$ cat src/rtl/requant_pkg.sv
package requant_pkg;
    // Exponent field of a single-precision pattern
    localparam int unsigned FP_EXP_LSB = 23;
    localparam int unsigned FP_EXP_W   = 8;
    // Multiplier field: 15 bits starting at bit 9 (overlaps the exponent LSB)
    localparam int unsigned FIELD_LSB  = 9;
    localparam int unsigned FIELD_W    = 15;
    // Shift offset: bias plus fixed-point alignment terms
    localparam int          SHIFT_BASE = 127 + 31 - 32 + 16;
    // Width of the signed raw shift count
    localparam int unsigned SHR_W      = 10;
endpackage

$ cat src/rtl/requant_cfg.sv
module requant_cfg
    import requant_pkg::*;
#(
    parameter int unsigned OUT_W  = 8,
    parameter int unsigned MULT_W = FIELD_W + 1
) (
    input  logic                     clk,
    input  logic                     rst_n,
    input  logic                     cfg_valid,
    input  logic [31:0]              cfg_scale,
    input  logic [OUT_W-1:0]         cfg_zero_point,
    output logic [MULT_W-1:0]        mult_o,
    output logic signed [SHR_W-1:0]  shift_o,
    output logic signed [OUT_W-1:0]  zp_o
);
    typedef struct packed {
        logic [MULT_W-1:0]       mult;
        logic signed [SHR_W-1:0] shift;
        logic signed [OUT_W-1:0] zp;
    } cfg_t;

    localparam logic signed [SHR_W-1:0] BASE_S = SHR_W'(SHIFT_BASE);

    cfg_t cfg_d, cfg_q;
    logic [FP_EXP_W-1:0]       exp_field;
    logic [FIELD_W-1:0]        mant_field;
    logic signed [SHR_W-1:0]   exp_ext;

    always_comb begin
        exp_field  = cfg_scale[FP_EXP_LSB +: FP_EXP_W];
        mant_field = cfg_scale[FIELD_LSB +: FIELD_W];
        exp_ext    = $signed({{(SHR_W-FP_EXP_W){1'b0}}, exp_field});
        cfg_d      = cfg_q;
        if (cfg_valid) begin
            cfg_d.mult  = MULT_W'(mant_field) + MULT_W'(1);
            cfg_d.shift = BASE_S - exp_ext;
            cfg_d.zp    = $signed(cfg_zero_point);
        end
    end

    always_ff @(posedge clk or negedge rst_n) begin
        if (!rst_n) begin
            cfg_q.mult  <= MULT_W'(1);
            cfg_q.shift <= BASE_S;
            cfg_q.zp    <= '0;
        end else begin
            cfg_q <= cfg_d;
        end
    end

    assign mult_o  = cfg_q.mult;
    assign shift_o = cfg_q.shift;
    assign zp_o    = cfg_q.zp;
endmodule

$ cat src/rtl/requant_mul.sv
module requant_mul
    import requant_pkg::*;
#(
    parameter int unsigned ACC_W  = 32,
    parameter int unsigned OUT_W  = 8,
    parameter int unsigned MULT_W = FIELD_W + 1,
    parameter int unsigned PROD_W = ACC_W + MULT_W + 1
) (
    input  logic                     clk,
    input  logic                     rst_n,
    input  logic                     en,
    input  logic                     valid_i,
    input  logic [ACC_W-1:0]         acc_i,
    input  logic [MULT_W-1:0]        mult_i,
    input  logic signed [SHR_W-1:0]  shift_i,
    input  logic signed [OUT_W-1:0]  zp_i,
    output logic                     valid_o,
    output logic signed [PROD_W-1:0] prod_o,
    output logic signed [SHR_W-1:0]  shift_o,
    output logic signed [OUT_W-1:0]  zp_o
);
    typedef struct packed {
        logic                     valid;
        logic signed [PROD_W-1:0] prod;
        logic signed [SHR_W-1:0]  shift;
        logic signed [OUT_W-1:0]  zp;
    } s1_t;

    s1_t s1_d, s1_q;
    logic signed [PROD_W-1:0] acc_ext;
    logic signed [PROD_W-1:0] mult_ext;

    always_comb begin
        acc_ext  = $signed({{(PROD_W-ACC_W){acc_i[ACC_W-1]}}, acc_i});
        mult_ext = $signed({{(PROD_W-MULT_W){1'b0}}, mult_i});
        s1_d     = s1_q;
        if (en) begin
            s1_d.valid = valid_i;
            s1_d.prod  = acc_ext * mult_ext;
            s1_d.shift = shift_i;
            s1_d.zp    = zp_i;
        end
    end

    always_ff @(posedge clk or negedge rst_n) begin
        if (!rst_n) begin
            s1_q <= '0;
        end else begin
            s1_q <= s1_d;
        end
    end

    assign valid_o = s1_q.valid;
    assign prod_o  = s1_q.prod;
    assign shift_o = s1_q.shift;
    assign zp_o    = s1_q.zp;
endmodule

$ cat src/rtl/requant_round.sv
module requant_round
    import requant_pkg::*;
#(
    parameter int unsigned OUT_W  = 8,
    parameter int unsigned PROD_W = 49,
    parameter int unsigned MAG_W  = PROD_W + 1
) (
    input  logic                     clk,
    input  logic                     rst_n,
    input  logic                     en,
    input  logic                     valid_i,
    input  logic signed [PROD_W-1:0] prod_i,
    input  logic signed [SHR_W-1:0]  shift_i,
    input  logic signed [OUT_W-1:0]  zp_i,
    output logic                     valid_o,
    output logic signed [MAG_W-1:0]  val_o,
    output logic signed [OUT_W-1:0]  zp_o
);
    // Shifts at or past the product width all round to zero
    localparam int unsigned SH_MAX = PROD_W;
    localparam int unsigned SH_W   = $clog2(SH_MAX + 1);
    localparam logic signed [SHR_W-1:0] SH_MAX_S = SHR_W'(SH_MAX);

    typedef struct packed {
        logic                    valid;
        logic signed [MAG_W-1:0] val;
        logic signed [OUT_W-1:0] zp;
    } s2_t;

    s2_t s2_d, s2_q;
    logic [SH_W-1:0]         amt;
    logic                    neg;
    logic signed [MAG_W-1:0] prod_ext;
    logic [MAG_W-1:0]        mag;
    logic [MAG_W-1:0]        half;
    logic [MAG_W-1:0]        quot;
    logic signed [MAG_W-1:0] quot_s;

    always_comb begin
        if (shift_i <= $signed(SHR_W'(0))) begin
            amt = '0;
        end else if (shift_i >= SH_MAX_S) begin
            amt = SH_W'(SH_MAX);
        end else begin
            amt = shift_i[SH_W-1:0];
        end
        neg      = prod_i[PROD_W-1];
        prod_ext = $signed({prod_i[PROD_W-1], prod_i});
        mag      = neg ? MAG_W'(-prod_ext) : MAG_W'(prod_ext);
        half     = (amt == '0) ? '0 : (MAG_W'(1) << (amt - SH_W'(1)));
        quot     = (mag + half) >> amt;
        quot_s   = $signed(quot);
        s2_d     = s2_q;
        if (en) begin
            s2_d.valid = valid_i;
            s2_d.val   = neg ? -quot_s : quot_s;
            s2_d.zp    = zp_i;
        end
    end

    always_ff @(posedge clk or negedge rst_n) begin
        if (!rst_n) begin
            s2_q <= '0;
        end else begin
            s2_q <= s2_d;
        end
    end

    assign valid_o = s2_q.valid;
    assign val_o   = s2_q.val;
    assign zp_o    = s2_q.zp;
endmodule

$ cat src/rtl/requant_sat.sv
module requant_sat #(
    parameter int unsigned OUT_W = 8,
    parameter int unsigned MAG_W = 50
) (
    input  logic                    clk,
    input  logic                    rst_n,
    input  logic                    en,
    input  logic                    valid_i,
    input  logic signed [MAG_W-1:0] val_i,
    input  logic signed [OUT_W-1:0] zp_i,
    output logic                    valid_o,
    output logic [OUT_W-1:0]        data_o
);
    localparam int unsigned SUM_W = MAG_W + 1;
    localparam logic signed [SUM_W-1:0] SAT_HI = SUM_W'((1 << (OUT_W - 1)) - 1);
    localparam logic signed [SUM_W-1:0] SAT_LO = -SAT_HI - SUM_W'(1);

    typedef struct packed {
        logic             valid;
        logic [OUT_W-1:0] data;
    } s3_t;

    s3_t s3_d, s3_q;
    logic signed [SUM_W-1:0] val_ext;
    logic signed [SUM_W-1:0] zp_ext;
    logic signed [SUM_W-1:0] sum;

    always_comb begin
        val_ext = $signed({val_i[MAG_W-1], val_i});
        zp_ext  = $signed({{(SUM_W-OUT_W){zp_i[OUT_W-1]}}, zp_i});
        sum     = val_ext + zp_ext;
        s3_d    = s3_q;
        if (en) begin
            s3_d.valid = valid_i;
            if (sum > SAT_HI) begin
                s3_d.data = SAT_HI[OUT_W-1:0];
            end else if (sum < SAT_LO) begin
                s3_d.data = SAT_LO[OUT_W-1:0];
            end else begin
                s3_d.data = sum[OUT_W-1:0];
            end
        end
    end

    always_ff @(posedge clk or negedge rst_n) begin
        if (!rst_n) begin
            s3_q <= '0;
        end else begin
            s3_q <= s3_d;
        end
    end

    assign valid_o = s3_q.valid;
    assign data_o  = s3_q.data;
endmodule

$ cat src/rtl/requant_unit.sv
module requant_unit
    import requant_pkg::*;
#(
    parameter int unsigned ACC_W = 32,
    parameter int unsigned OUT_W = 8
) (
    input  logic             clk,
    input  logic             rst_n,
    input  logic             cfg_valid,
    input  logic [31:0]      cfg_scale,
    input  logic [OUT_W-1:0] cfg_zero_point,
    input  logic             in_valid,
    output logic             in_ready,
    input  logic [ACC_W-1:0] in_acc,
    output logic             out_valid,
    input  logic             out_ready,
    output logic [OUT_W-1:0] out_data
);
    localparam int unsigned MULT_W = FIELD_W + 1;
    localparam int unsigned PROD_W = ACC_W + MULT_W + 1;
    localparam int unsigned MAG_W  = PROD_W + 1;

    logic [MULT_W-1:0]       cfg_mult;
    logic signed [SHR_W-1:0] cfg_shift;
    logic signed [OUT_W-1:0] cfg_zp;

    logic                     s1_valid;
    logic signed [PROD_W-1:0] s1_prod;
    logic signed [SHR_W-1:0]  s1_shift;
    logic signed [OUT_W-1:0]  s1_zp;

    logic                     s2_valid;
    logic signed [MAG_W-1:0]  s2_val;
    logic signed [OUT_W-1:0]  s2_zp;

    logic s3_valid;
    logic advance;

    // Whole pipeline moves together; it only stops when the last stage is held
    assign advance  = !s3_valid || out_ready;
    assign in_ready = advance;

    requant_cfg #(.OUT_W(OUT_W), .MULT_W(MULT_W)) u_cfg (
        .clk(clk), .rst_n(rst_n),
        .cfg_valid(cfg_valid), .cfg_scale(cfg_scale), .cfg_zero_point(cfg_zero_point),
        .mult_o(cfg_mult), .shift_o(cfg_shift), .zp_o(cfg_zp)
    );

    requant_mul #(.ACC_W(ACC_W), .OUT_W(OUT_W), .MULT_W(MULT_W), .PROD_W(PROD_W)) u_mul (
        .clk(clk), .rst_n(rst_n), .en(advance),
        .valid_i(in_valid), .acc_i(in_acc),
        .mult_i(cfg_mult), .shift_i(cfg_shift), .zp_i(cfg_zp),
        .valid_o(s1_valid), .prod_o(s1_prod), .shift_o(s1_shift), .zp_o(s1_zp)
    );

    requant_round #(.OUT_W(OUT_W), .PROD_W(PROD_W), .MAG_W(MAG_W)) u_round (
        .clk(clk), .rst_n(rst_n), .en(advance),
        .valid_i(s1_valid), .prod_i(s1_prod), .shift_i(s1_shift), .zp_i(s1_zp),
        .valid_o(s2_valid), .val_o(s2_val), .zp_o(s2_zp)
    );

    requant_sat #(.OUT_W(OUT_W), .MAG_W(MAG_W)) u_sat (
        .clk(clk), .rst_n(rst_n), .en(advance),
        .valid_i(s2_valid), .val_i(s2_val), .zp_i(s2_zp),
        .valid_o(s3_valid), .data_o(out_data)
    );

    assign out_valid = s3_valid;
endmodule

$ cat config.mk
export PLATFORM = sky130hd
export DESIGN_NAME = requant_unit
export DESIGN_NICKNAME = d
export VERILOG_FILES = /design/src/rtl/requant_pkg.sv /design/src/rtl/requant_cfg.sv /design/src/rtl/requant_mul.sv /design/src/rtl/requant_round.sv /design/src/rtl/requant_sat.sv /design/src/rtl/requant_unit.sv
export SDC_FILE = /design/constraint.sdc
export NUM_CORES = 2
export LEC_CHECK = 0
export BUFFER_PORTS_ARGS = -buffer_cell sky130_fd_sc_hd__buf_2
export CORE_ASPECT_RATIO = 0.8
export CORE_MARGIN = 4
export CORE_UTILIZATION = 55
export CTS_CLUSTER_SIZE = 24
export DETAILED_ROUTE_END_ITERATION = 8
export PLACE_DENSITY = 0.71
export SYNTH_ARGS = -nofsm -noshare
export SYNTH_HDL_FRONTEND = slang
export SYNTH_SLANG_ARGS = --single-unit
export TNS_END_PERCENT = 20
$ cat constraint.sdc
create_clock -name clk -period 16.2 [get_ports clk]
set_clock_uncertainty 0.2 [all_clocks]
set_input_delay 3.24 -clock clk [delete_from_list [all_inputs] [get_ports clk]]
set_output_delay 3.24 -clock clk [all_outputs]
set_load 0.005 [all_outputs]
## After elaboration in Yosys (flattened, before gate mapping)

Cells that the tools add are included.

| storage, ports and cells | value |
|---|---|
| register bits | 170 |
| logic and storage cells | 36 |

| operators by class | value |
|---|---|
| reduce and logical (&&, ||, !) cells | 3 |
| shift-type cells | 2 |
| multipliers | 1 |
| add/sub/neg operators | 7 |
| multiplexer cells | 7 |
| magnitude comparators | 4 |

Operators by type and width:

| kind | number |
|---|---|
| $mux 50 | 3 |
| $add 50x8->51 | 1 |
| $gt 51x8->1 const B | 1 |
| $lt 51x8->1 const B | 1 |
| $add 50x50->50 | 1 |
| $neg 49->50 | 1 |
| $neg 50->50 | 1 |
| $shl 1x6->50 const A | 1 |
| $shr 50x6->50 | 1 |
| $mul 32x17->49 | 1 |
| $add 15x1->16 const B | 1 |
| $mux 8 | 2 |
| $mux 6 | 2 |
| $ge 10x7->1 const B | 1 |
| $le 10x1->1 const B | 1 |
| $sub 8x8->9 const A | 1 |
| $logic_not 6->1 | 1 |
| $sub 6x1->6 const B | 1 |
| $logic_not 1->1 | 1 |
| $logic_or 1x1->1 | 1 |

## Longest topological paths before layout

| logic depth | value |
|---|---|
| depth after elaboration | 10 |
| depth in mapped cells | 34 |

## Hierarchy

Synthesis repeated with hierarchy kept, for this count alone.

| second synthesis, totals | value |
|---|---|
| cell total of the unflattened synthesis | 5066 |
| area total of the unflattened synthesis | 40247.4 um^2 |

By module, submodules not included:

| module | area each (um^2) | times used | cells an instance |
|---|---|---|---|
| requant_mul | 21100.2 | 1 | 2310 |
| requant_round | 13242.7 | 1 | 1986 |
| requant_sat | 4307.9 | 1 | 617 |
| requant_cfg | 1590.3 | 1 | 152 |
| requant_unit | 6.3 | 1 | 1 |

## Least setup slack after synthesis

Ideal clock, no wire load.

| timing path | value |
|---|---|
| kind | input to register |
| start | input in_acc[7] |
| end | register u_mul.s1_q, in the netlist u_mul.prod_o[47] |
| required time | 15.867 ns |
| buffers on the path | 1 |
| slack | 6.156 ns |
| stages | 30 |
| arrival time | 9.711 ns |
| setup time | 0.133 ns |
| path through | clkbuf_1 -> nand2_1 -> fa_1 -> inv_1 -> fa_1 -> inv_1 -> fa_1 -> inv_1 -> fa_1 -> inv_1 -> fa_1 -> inv_1 -> fa_1 -> ha_1 -> o21a_1 -> o21a_1 -> and3_1 -> nand3_1 -> a211oi_1 -> o31a_1 -> o21a_1 -> a211oi_1 -> nor2_1 -> a41oi_1 -> a21oi_1 -> a41oi_1 -> a211o_1 -> o21ai_0 -> xnor2_1 -> o21ai_0 |

| between the ends | value |
|---|---|
| word-level cells in the longest chain between the ends | 1 |

RTL lines:

| what | RTL line | RTL |
|---|---|---|
| start, declared | requant_unit.sv:14 | `input logic [ACC_W-1:0] in_acc,` |
| $mul 32x17->49 | requant_mul.sv:39 | `s1_d.prod = acc_ext * mult_ext;` |
| end signal, assigned | requant_mul.sv:47 | `s1_q <= '0;` |
| end signal, assigned | requant_mul.sv:49 | `s1_q <= s1_d;` |
| end, declared | requant_mul.sv:29 | `s1_t s1_d, s1_q;` |

No other way between the ends.
A chain may end at the register's enable or synchronous reset.

## Worst setup path after layout

| timing path | value |
|---|---|
| start | register u_mul.s1_q, in the netlist u_mul.shift_o[8] |
| end | register u_round.s2_q, in the netlist u_round.val_o[42] |

| between the ends | value |
|---|---|
| word-level cells in the longest chain between the ends | 10 |
| elaborated cells between the ends (all ways) | 12 |
| those cells by class | add/sub: 3; order compare: 2; shift: 2; mux: 4; reduce/logical: 1 |

RTL lines:

| what | RTL line | RTL |
|---|---|---|
| $ge 10x7->1 | requant_round.sv:42 | `end else if (shift_i >= SH_MAX_S) begin` |
| $mux 6 | requant_round.sv:42 |  |
| $mux 6 * | requant_round.sv:40 | `if (shift_i <= $signed(SHR_W'(0))) begin` |
| $sub 6x1->6 | requant_round.sv:50 | `half = (amt == '0) ? '0 : (MAG_W'(1) << (amt - SH_W'(1)));` |
| $shl 1x6->50 | requant_round.sv:50 |  |
| $mux 50 | requant_round.sv:50 |  |
| $add 50x50->50 | requant_round.sv:51 | `quot = (mag + half) >> amt;` |
| $shr 50x6->50 * | requant_round.sv:51 |  |
| $neg 50->50 | requant_round.sv:56 | `s2_d.val = neg ? -quot_s : quot_s;` |
| $mux 50 * | requant_round.sv:56 |  |
| end signal, assigned | requant_round.sv:63 | `s2_q <= '0;` |
| end signal, assigned | requant_round.sv:65 | `s2_q <= s2_d;` |
| end, declared | requant_round.sv:30 | `s2_t s2_d, s2_q;` |

Every way passes the cells marked *; elsewhere a longest branch is shown, timed or not.

==> metrics.yaml <==
run_status:
  status: "finished clean"
detailed_routing:
  ant_nets: 0
  drcViolationCount: 0
  first_iter_violations: 3890
  drt-total-wl_um: 119500
  drt-pass1-iter-count: 7
  vias: 34660
  wire_per_inst_um: 21.63
  drt-vias-per-instance: 6.271
yosys:
  syn_nets: 5471
  yosys_warnings: 0
  syn_inst: 4683
  async_flop_share_pct: 100.0
  synth-seq-area-share_pct: 11.27
  ys_ff_latch: 168
  ys_types: 104
  ys.flop_type: "dfrtp_1"
  synth_area_per_cell_um2: 7.980
  synth_edf_count: 0
  synth_area_um2: 37370
setup_path:
  cp_num_buf_inv: 3
  endpoint_kind: "flop"
  critical_path.most_common_cell: "nor3_1"
  cp.arrival_ps: 11240
  cp.required_ps: 16360
  critPathLaunchType: "flop"
  slowest_stage: "a2111oi_2"
  path_class: "flop to flop"
  path_delay_family: "simple AND/OR/NAND/NOR gates"
  critPathMaxStageDelay_ps: 980
  path_max_fanout: 43
timing:
  clock.fmax_mhz: 90.28
  whs_ps: 260.2
  min_period_ps: 11080
  rsz0062_at_grt: "false"
  drv_slew: 0
  maxSlewHeadroom_pct: 16.14
  fin_crit_sh_pct: 68.38
  tightestPinTransition_ps: 1258
  hold_violations: 0
  setup_tns_ps: 0
  finalSetupViolations: 0
  fin_ws_ps: 5123
die:
  dieHeight_um: 241.1
  dieArea_um2: 72200
  coreArea_um2: 67320
  dieWidth_um: 299.4
  num_rows: 85
  ios: 87
  start_util_pct: 55.51
global_route:
  first_global_vias: 32595
  grt_max_degree: 75
  antenna_found_initial: 4
  grt_usage_pct: 33.15
  grt_overflow: 0
  grt_pass1_wl_um: 187500
clocking:
  cts_resized: 0
  cts_buffers: 17
  cts_hold_buf: 0
  cts_tree: "yes"
  clkSinkCount: 168
  clockRootBuffer: "clkbuf_16"
  clk_pin_slew_ps: 80
  cts_setup_buffers: 0
  cts_max_path_buffers: 2
  ctsHtreeMaxLevel: 4
  clock_latency_ps: 500
cells_and_area:
  area_growth_pct: 4.520
  drive_gt1_share_pct: 5.918
  final_nets: 5388
  fillCellCount: 6255
  final_common_cell: "nand2_1"
  final_cell_mix: "681 x nand2_1, 566 x inv_1, 491 x fa_1"
place:
  dp_slack_ps: 5118
  port_buffers: 76
  gp_congestion: 1.104
  dpl.hpwl_um: 93480
job:
  cap_viol_max_count: 0
worst_hold_path:
  hold_class: "flop to flop"
## sequential cells by signal, indices dropped and copies added, names as in the netlist
signal and flops:
u_mul.zp_o 8, u_round.zp_o 8, u_mul.prod_o 49, u_cfg.shift_o 9, u_cfg.zp_o 8, u_round.val_o 50, u_sat.valid_o 1, u_mul.valid_o 1
u_sat.data_o 8, u_cfg.mult_o 16, u_mul.shift_o 9, u_round.valid_o 1
## cell families after synthesis
kind of cell,after synthesis,share of synthesized area (%)
and+or+nand+nor,1686,21.52
AOI/OAI and AO/OA,1053,19.03
buffers and inverters,806,8.223
adders and majority gates,711,33.67
xor gates and xnor gates,217,5.086
DFF,168,11.27
muxes,42,1.209
## synth_stat cells (all sizes together), types with 32 or more instances
| master | number | area [µm²] |
|---|---|---|
| a211oi | 37 | 287.8 |
| ha | 220 | 2753 |
| buf | 48 | 227.7 |
| nand2 | 682 | 2560 |
| a21o | 61 | 457.9 |
| inv | 567 | 2128 |
| o211ai | 39 | 292.8 |
| o21a | 41 | 307.8 |
| o31ai | 54 | 405.4 |
| fa | 491 | 9829 |
| xnor2 | 145 | 1270 |
| nor3 | 99 | 495.5 |
| nor2 | 309 | 1160 |
| nor4 | 38 | 275.3 |
| nand3 | 76 | 380.4 |
| nand4 | 40 | 256.5 |
| clkbuf | 191 | 716.9 |
| xor2 | 72 | 630.6 |
| dfrtp | 163 | 4079 |
| and2 | 245 | 1533 |
| and3 | 32 | 200.2 |
| a21oi | 247 | 1259 |
| o21ai | 246 | 1239 |
## metrics by stage
stage	cell area, µm²	util, %	instances
CTS	39060	58.01	5526
global route	39060	58.01	5526
floorplan	37370	-	4683
detailed placement	38430	57.08	5494
finish	39060	58.02	5527
global placement	38430	57.08	5494
## worst register-to-register path, cell delays in order (launching register included)
cell	delay (ps)
dfrtp_1	540
a2111oi_2	980
nand2_1	120
buf_4	250
nand2_1	90
buf_4	510
nor2_1	250
xnor2_1	280
nand4_1	330
nor3_1	370
inv_1	110
fa_1	490
and2b_1	220
o2111ai_1	140
and4b_1	270
nor3_1	970
nor3_1	70
o21ai_0	230
xor2_1	280
o21ai_0	630
o221ai_1	260
nor4_2	700
nand4_1	640
nor4_2	600
or3b_1	610
o41ai_2	420
xor2_1	310
o21ai_1	90
## final timing paths
path                                              start                            end  slack, ps  depth (start not counted)
min reg2reg                 u_round.valid_o$_DFFE_PN0P_      u_sat.valid_o$_DFFE_PN0P_        260                          1
min in group asynchronous                         rst_n    u_sat.data_o[3]$_DFFE_PN0P_       2430                          1
max in group asynchronous                         rst_n   u_mul.prod_o[48]$_DFFE_PN0P_      12050                          2
max                        u_mul.shift_o[8]$_DFFE_PN0P_  u_round.val_o[42]$_DFFE_PN0P_       5120                         27
min                         u_round.valid_o$_DFFE_PN0P_      u_sat.valid_o$_DFFE_PN0P_        260                          1
max reg2reg                u_mul.shift_o[8]$_DFFE_PN0P_  u_round.val_o[42]$_DFFE_PN0P_       5120                         27
## area by class of cell
cell class	count	area (µm²)	area share (%)
Clock buffer	17	425.4	1.089
Antenna cell	1	2.502	0.006407
Multi-Input combinational cell	3709	30100	77.05
Timing Repair Buffer	137	844.6	2.162
Sequential cell	168	4213	10.79
Tap cell	913	1142	2.925
Clock inverter	15	203.9	0.5222
Inverter	567	2131	5.456
## routing by layer
metal / track usage, % / routed length (µm) / vias to the layer above
met1: 49.59 / 53430 / 17102
li1: - / - / 15629
met5: 1.609 / 193 / -
met2: 46.01 / 48740 / 1715
met3: 11.95 / 14830 / 204
met4: 6.586 / 2341 / 10
Power is not shown: default switching activity piles up to over one toggle a cycle in this logic, so the estimate is an artifact.
